$ cat src/rtl/pst_pkg.sv
package pst_pkg;
  typedef enum logic [1:0] {
    ST_OFF   = 2'd0,
    ST_ARMED = 2'd1,
    ST_BUSY  = 2'd2,
    ST_HOLD  = 2'd3
  } pst_state_e;

  function automatic int unsigned ms_ceil_us(input int unsigned us);
    return ((us + 999) / 1000) * 1000;
  endfunction
endpackage

$ cat src/rtl/pst_sync2.sv
module pst_sync2 #(
  parameter int   STAGES  = 2,
  parameter logic RST_VAL = 1'b0
) (
  input  logic clk,
  input  logic rst_n,
  input  logic d,
  output logic q
);
  logic [STAGES-1:0] sh_q;

  always_ff @(posedge clk or negedge rst_n) begin
    if (!rst_n) sh_q <= {STAGES{RST_VAL}};
    else        sh_q <= {sh_q[STAGES-2:0], d};
  end

  assign q = sh_q[STAGES-1];
endmodule

$ cat src/rtl/pst_us_tick.sv
module pst_us_tick #(
  parameter int DIV = 50
) (
  input  logic clk,
  input  logic rst_n,
  output logic tick
);
  generate
    if (DIV <= 1) begin : g_pass
      logic unused_ok;
      assign unused_ok = clk ^ rst_n;
      assign tick = 1'b1;
    end else begin : g_div
      localparam int CW = $clog2(DIV);
      logic [CW-1:0] div_q, div_d;
      logic          at_end;

      always_comb begin
        at_end = (div_q == CW'(DIV - 1));
        div_d  = at_end ? '0 : div_q + 1'b1;
      end

      always_ff @(posedge clk or negedge rst_n) begin
        if (!rst_n) div_q <= '0;
        else        div_q <= div_d;
      end

      assign tick = at_end;
    end
  endgenerate
endmodule

$ cat src/rtl/pst_countdown.sv
module pst_countdown #(
  parameter int W = 14
) (
  input  logic         clk,
  input  logic         rst_n,
  input  logic         tick,
  input  logic         cancel,
  input  logic         load,
  input  logic [W-1:0] load_val,
  output logic         expire
);
  logic [W-1:0] cnt_q, cnt_d;
  logic         run_q, run_d;
  logic         upd;

  always_comb begin
    expire = run_q && tick && (cnt_q == W'(1));
    cnt_d  = cnt_q;
    run_d  = run_q;
    upd    = 1'b0;
    if (cancel) begin
      cnt_d = '0;
      run_d = 1'b0;
      upd   = 1'b1;
    end else if (load) begin
      cnt_d = load_val;
      run_d = (load_val != '0);
      upd   = 1'b1;
    end else if (run_q && tick) begin
      cnt_d = cnt_q - 1'b1;
      run_d = !expire;
      upd   = 1'b1;
    end
  end

  always_ff @(posedge clk or negedge rst_n) begin
    if (!rst_n) begin
      cnt_q <= '0;
      run_q <= 1'b0;
    end else if (upd) begin
      cnt_q <= cnt_d;
      run_q <= run_d;
    end
  end
endmodule

$ cat src/rtl/pen_scan_pacer.sv
module pen_scan_pacer
  import pst_pkg::*;
#(
  parameter int CLK_PER_US  = 50,
  parameter int INTERVAL_US = 10000,
  parameter int DUR_W       = 16,
  parameter int XCNT_W      = 2
) (
  input  logic             clk,
  input  logic             rst_n,
  input  logic             en,
  input  logic             pen_n,
  input  logic             scan_done,
  input  logic [DUR_W-1:0] scan_dur_us,
  output logic             scan_start,
  output logic             irq_masked
);
  localparam int unsigned ONESHOT_US = ms_ceil_us(INTERVAL_US);
  localparam int          TW         = $clog2(ONESHOT_US + 1);

  logic rst_sync_n;
  logic pen_lvl, pen_act, tick;

  pst_sync2 #(.STAGES(2), .RST_VAL(1'b0)) u_rst_sync (
    .clk(clk), .rst_n(rst_n), .d(1'b1), .q(rst_sync_n)
  );

  pst_sync2 #(.STAGES(2), .RST_VAL(1'b1)) u_pen_sync (
    .clk(clk), .rst_n(rst_sync_n), .d(pen_n), .q(pen_lvl)
  );
  assign pen_act = !pen_lvl;

  pst_us_tick #(.DIV(CLK_PER_US)) u_tick (
    .clk(clk), .rst_n(rst_sync_n), .tick(tick)
  );

  // hold-off timer and one-shot extra-scan timer
  logic          dl_load, dl_expire;
  logic [TW-1:0] dl_val;
  logic          os_load, os_cancel, os_expire;

  pst_countdown #(.W(TW)) u_hold_tmr (
    .clk(clk), .rst_n(rst_sync_n), .tick(tick), .cancel(!en),
    .load(dl_load), .load_val(dl_val), .expire(dl_expire)
  );

  pst_countdown #(.W(TW)) u_extra_tmr (
    .clk(clk), .rst_n(rst_sync_n), .tick(tick), .cancel(os_cancel),
    .load(os_load), .load_val(TW'(ONESHOT_US)), .expire(os_expire)
  );

  // hold length: interval minus the measured scan time, if positive
  logic [31:0] dur_ext;
  logic        hold_pos;
  always_comb begin
    dur_ext  = 32'(scan_dur_us);
    hold_pos = dur_ext < 32'(INTERVAL_US);
    dl_val   = TW'(32'(INTERVAL_US) - dur_ext);
  end

  pst_state_e        st_q, st_d;
  logic [XCNT_W-1:0] xcnt_q, xcnt_d;
  logic              xcnt_en;
  logic              start_q, start_d;
  logic              rearm;

  always_comb begin
    st_d      = st_q;
    xcnt_d    = xcnt_q;
    xcnt_en   = 1'b0;
    start_d   = 1'b0;
    dl_load   = 1'b0;
    os_load   = 1'b0;
    os_cancel = !en;
    rearm     = 1'b0;
    if (!en) begin
      st_d = ST_OFF;
    end else begin
      case (st_q)
        ST_OFF:   st_d = ST_ARMED;
        ST_ARMED: begin
          if (pen_act) begin
            start_d   = 1'b1;
            os_cancel = 1'b1;
            xcnt_d    = '0;
            xcnt_en   = 1'b1;
            st_d      = ST_BUSY;
          end else if (os_expire) begin
            start_d = 1'b1;
            if (xcnt_q != '1) begin
              xcnt_d  = xcnt_q + 1'b1;
              xcnt_en = 1'b1;
            end
            st_d = ST_BUSY;
          end
        end
        ST_BUSY: begin
          if (scan_done) begin
            if (hold_pos) begin
              dl_load = 1'b1;
              st_d    = ST_HOLD;
            end else begin
              rearm = 1'b1;
            end
          end
        end
        ST_HOLD:  if (dl_expire) rearm = 1'b1;
        default:  st_d = ST_OFF;
      endcase
      if (rearm) begin
        st_d    = ST_ARMED;
        os_load = (xcnt_q == '0);
      end
    end
  end

  always_ff @(posedge clk or negedge rst_sync_n) begin
    if (!rst_sync_n) begin
      st_q    <= ST_OFF;
      xcnt_q  <= '0;
      start_q <= 1'b0;
    end else begin
      st_q    <= st_d;
      start_q <= start_d;
      if (xcnt_en) xcnt_q <= xcnt_d;
    end
  end

  assign scan_start = start_q;
  assign irq_masked = (st_q != ST_ARMED);
endmodule

$ cat config.mk
export PLATFORM = sky130hd
export DESIGN_NAME = pen_scan_pacer
export DESIGN_NICKNAME = d
export VERILOG_FILES = /design/src/rtl/pst_pkg.sv /design/src/rtl/pst_sync2.sv /design/src/rtl/pst_us_tick.sv /design/src/rtl/pst_countdown.sv /design/src/rtl/pen_scan_pacer.sv
export SDC_FILE = /design/constraint.sdc
export NUM_CORES = 1
export LEC_CHECK = 0
export BUFFER_PORTS_ARGS = -buffer_cell sky130_fd_sc_hd__clkbuf_2
export CORE_MARGIN = 8
export CORE_UTILIZATION = 35
export CTS_CLUSTER_SIZE = 30
export DETAILED_ROUTE_END_ITERATION = 7
export GPL_TIMING_DRIVEN = 0
export PLACE_DENSITY_LB_ADDON = 0.05
export RECOVER_POWER = 100
export SYNTH_ARGS = -nofsm -noshare
export SYNTH_HDL_FRONTEND = slang
export SYNTH_HIERARCHICAL = 1
export SYNTH_SLANG_ARGS = --single-unit
$ cat constraint.sdc
create_clock -name clk -period 4.09 [get_ports clk]
set_input_delay 0.2045 -clock clk [delete_from_list [all_inputs] [get_ports clk]]
set_output_delay 0.2045 -clock clk [all_outputs]
set_load 0.1 [all_outputs]
==> impl_metrics.csv <==
group,metric,value,unit
outcome,status,"finished with violations",
outcome,violations,"capacitance limit, slew limit",
finish,fin_cells,531,
sta,fmaxAchievable,0.275,GHz
critical_path,crit_type,"reg -> reg",
critical_path,critPathLaunchType,"flip-flop",
detailed_routing,drc,0,
sta,hold_viol,0,
detailed_routing,num_vias,2677,
global_route,grt_pass1_vias,2602,
clock_network,htreeDepth,2,
sta,final.min_clock_period,3.64,ns
critical_path,path_max_fanout,16,
finish,final_nets,456,
detailed_routing,final_antenna_net_count,0,
sta,worst_pin_slew,1.84,ns
floorplan,die_w,111,µm
power,pwr-share-clk,28.4,%
run,maxCapViolCount,1,
sta,slew_headroom,-22.6,%
placement,hpwl,5.65,mm
clock_network,cts_root_buffer,"clkbuf_8",
floorplan,num_io_pins,23,
detailed_routing,wl_per_cell,14.1,µm
global_route,grt.overflow.total,0,
synth,synth_edf_count,0,
sta,setup_slack,0.452,ns
clock_network,clock_latency,0.30,ns
floorplan,rows,34,
sta,finalSetupViolations,0,
finish,antenna_cells,0,
floorplan,coreArea,8720,µm²
finish,post-route-util,41.5,%
synth,yosys-top-cells-area,"dfrtp_1 (34%), xnor2_1 (5.6%), a21oi_1 (5.2%)",
sta,slew_violations,34,
placement,dp_slack,-0.261,ns
power,swShare,35.3,%
synth,yosys_warnings,6,
synth,ys_ff_latch,45,
detailed_routing,drtPass1Iterations,4,
power,power_switching,382,µW
detailed_routing,viasPerCell,5.04,
synth,synthArstFlopShare,100,%
power,p_leak,1.63,nW
clock_network,cts_buffers,5,
global_route,antenna_found_initial,0,
power,vdd_ir_drop_max,265,µV
power,intPower,700,µW
synth,synth_area_per_cell,8.74,µm²
global_route,grt_max_degree,34,
floorplan,die_y,111,µm
detailed_routing,drt-total-wl,7.46,mm
placement,dp.cells,520,
synth,ys_seq_area_share,35.9,%
sta,rsz0062_at_grt,"no",
clock_network,cts_sinks,45,
clock_network,cts_tree,"done",
clock_network,path_clk_slew,0.10,ns
synth,synth_ff_type,"dfrtp_1",
critical_path,cp-end-kind,"flip-flop",
power,powerDensity,299,nW/µm²
power,pwr-share-seq,45.7,%
power,combinationalPowerShare,25.8,%
detailed_routing,first_iter_violations,75,
synth,synthCells,360,
synth,ys_types,55,
floorplan,dieArea,12300,µm²
synth,synth_area,3150,µm²
synth,synth_top_area_cell,"dfrtp_1",
power,total_power,1.08,mW
global_route,grt_pass1_wl,12.6,mm
min_path,hp-class,"reg -> async",
sta,finalCritPeriodShare,89.0,%
critical_path,cp_data_arrival_time,3.84,ns
placement,numPortBuffers,22,
placement,place.gp.congestion,0.811,
finish,syn2layout_area_growth,15.0,%
global_route,grt_usage,12.2,%
finish,layout-drive-gt1-share,9.93,%
clock_network,cts_buffer_depth,2,
synth,synth_top_area_share,34.2,%
sta,finClkSkew,0.00925,ns
critical_path,cp.required,4.29,ns
sta,fin_setup_tns,0,ns
floorplan,start_util,36.1,%
==> synth_stat cells, drive strengths merged (3+ instances only) <==
cell type,number
nand2,20
a21oi,33
clkbuf,11
nor2b,12
nand3,9
or4,5
inv,34
nor3,19
xnor2,20
nand4b,4
o22ai,3
nand4,6
ha,13
o21ai,15
and3,4
xor2,13
a21o,4
nor2,13
o21a,20
nor3b,4
nor4,10
nor4b,3
dfrtp,43
==> worst paths after layout <==
check	from	end	slack, ns	depth (start not counted)
min reg2reg	u_rst_sync/sh_q[1]	u_hold_tmr/cnt_q[10]	0.19	0
min in group clk	en	scan_start	0.24	3
max	u_tick/g_div.div_q[1]	u_extra_tmr/cnt_q[7]	0.45	14
min	u_rst_sync/sh_q[1]	u_hold_tmr/cnt_q[10]	0.19	0
max reg2reg	u_tick/g_div.div_q[1]	u_extra_tmr/cnt_q[7]	0.45	14
max in group asynchronous	u_rst_sync/sh_q[1]	st_q[1]	1.83	1
==> power by group through the flow <==
stage / clock network (mW) / registers [mW] / logic, mW
after floorplan: 0 / 0.511 / 0.203
after global placement: 0 / 0.511 / 0.274
after detailed placement: 0 / 0.504 / 0.284
after CTS: 0.328 / 0.496 / 0.288
after global routing: 0.343 / 0.500 / 0.316
final: 0.307 / 0.495 / 0.279
==> final cells by class <==
cell class | instances | area [µm²]
plain buffers | 13 | 53.8
well taps | 108 | 135
clock inverters | 3 | 28.8
fillers | 903 | 5100
repair buffers | 26 | 136
clock buffers | 5 | 68.8
multi-input cells | 297 | 1940
inverters | 34 | 128
flip-flops and latches | 45 | 1130
==> metal layers <==
metal  vias to the layer above  global-route usage [%]  wire length, µm
li1                       1378                       -                -
met1                      1273                    15.9             3690
met2                        21                    20.2             3540
met3                         5                    2.27              178
met4                         0                    2.97               45
met5                         -                       0                0
==> repair_timing <==
action	4_1_cts	5_1_grt
pin swaps	0	1
hold buffers	2	0
gates resized for setup	3	2
endpoints found under the setup margin	12	12
cloned	0	0
endpoints found under the hold margin	3	0
setup buffers	0	1
==> stage by stage <==
| stage | instance area (µm²) | hold slack, ns |
|---|---|---|
| 6_report | 3620 | 0.191 |
| 5_1_grt | 3620 | 0.176 |
| 4_1_cts | 3650 | 0.171 |
| 3_5_place_dp | 3520 | -0.00823 |
| 3_3_place_gp | 3500 | -0.0100 |
| 2_1_floorplan | 3260 | -0.0911 |
==> placed cells by master, fill, tap and decap left out, types with 5 or more instances in the layout <==
| cell | synthesis | final |
|---|---|---|
| inv_1 | 34 | 34 |
| nor3_1 | 19 | 19 |
| clkbuf_8 | 0 | 5 |
| clkbuf_2 | 1 | 22 |
| nor2b_1 | 12 | 12 |
| xnor2_1 | 20 | 20 |
| a21oi_1 | 33 | 33 |
| nand3_1 | 8 | 9 |
| nor2_1 | 13 | 13 |
| dfrtp_1 | 43 | 43 |
| o21ai_0 | 15 | 15 |
| o21a_1 | 20 | 20 |
| nand4_1 | 6 | 6 |
| ha_1 | 13 | 13 |
| clkbuf_1 | 10 | 14 |
| conb_1 | 2 | 31 |
| nor4_1 | 6 | 6 |
| xor2_1 | 13 | 13 |
| nand2_1 | 20 | 20 |
==> worst max-delay path, stage by stage, from the launching register on <==
cell,delay (ns)
dfrtp_1,0.41
inv_1,0.06
ha_1,0.12
nor2b_1,0.14
and4b_1,0.19
clkbuf_2,0.30
nor4bb_1,0.41
and4_1,0.38
a211o_1,0.23
o21ai_0,0.19
nor3_1,0.29
clkbuf_2,0.30
clkbuf_2,0.29
a21oi_1,0.10
o21a_1,0.13
==> sequential cells by signal (all words and copies together), names as in the netlist, 2 cells and up <==
name	cells
u_extra_tmr/cnt_q	14
u_hold_tmr/cnt_q	14
u_tick/g_div.div_q	6
st_q	2
u_pen_sync/sh_q	2
u_rst_sync/sh_q	2
xcnt_q	2
==> logic make-up (layout without fill, tap and decap cells) <==
| family | Yosys count | count (layout) | synth area share, % |
|---|---|---|---|
| AND/OR/NAND/NOR | 123 | 123 | 23.6 |
| XOR/XNOR | 33 | 33 | 9.18 |
| flip-flops | 45 | 45 | 35.9 |
| buffers and inverters | 47 | 81 | 5.65 |
| AO/OA/AOI/OAI | 96 | 96 | 20.0 |
| adder cells (fa/ha/maj) | 13 | 13 | 5.17 |
| other | 2 | 31 | 0.239 |
| multiplexers | 1 | 1 | 0.318 |
Power figures use the tool's default switching activity.
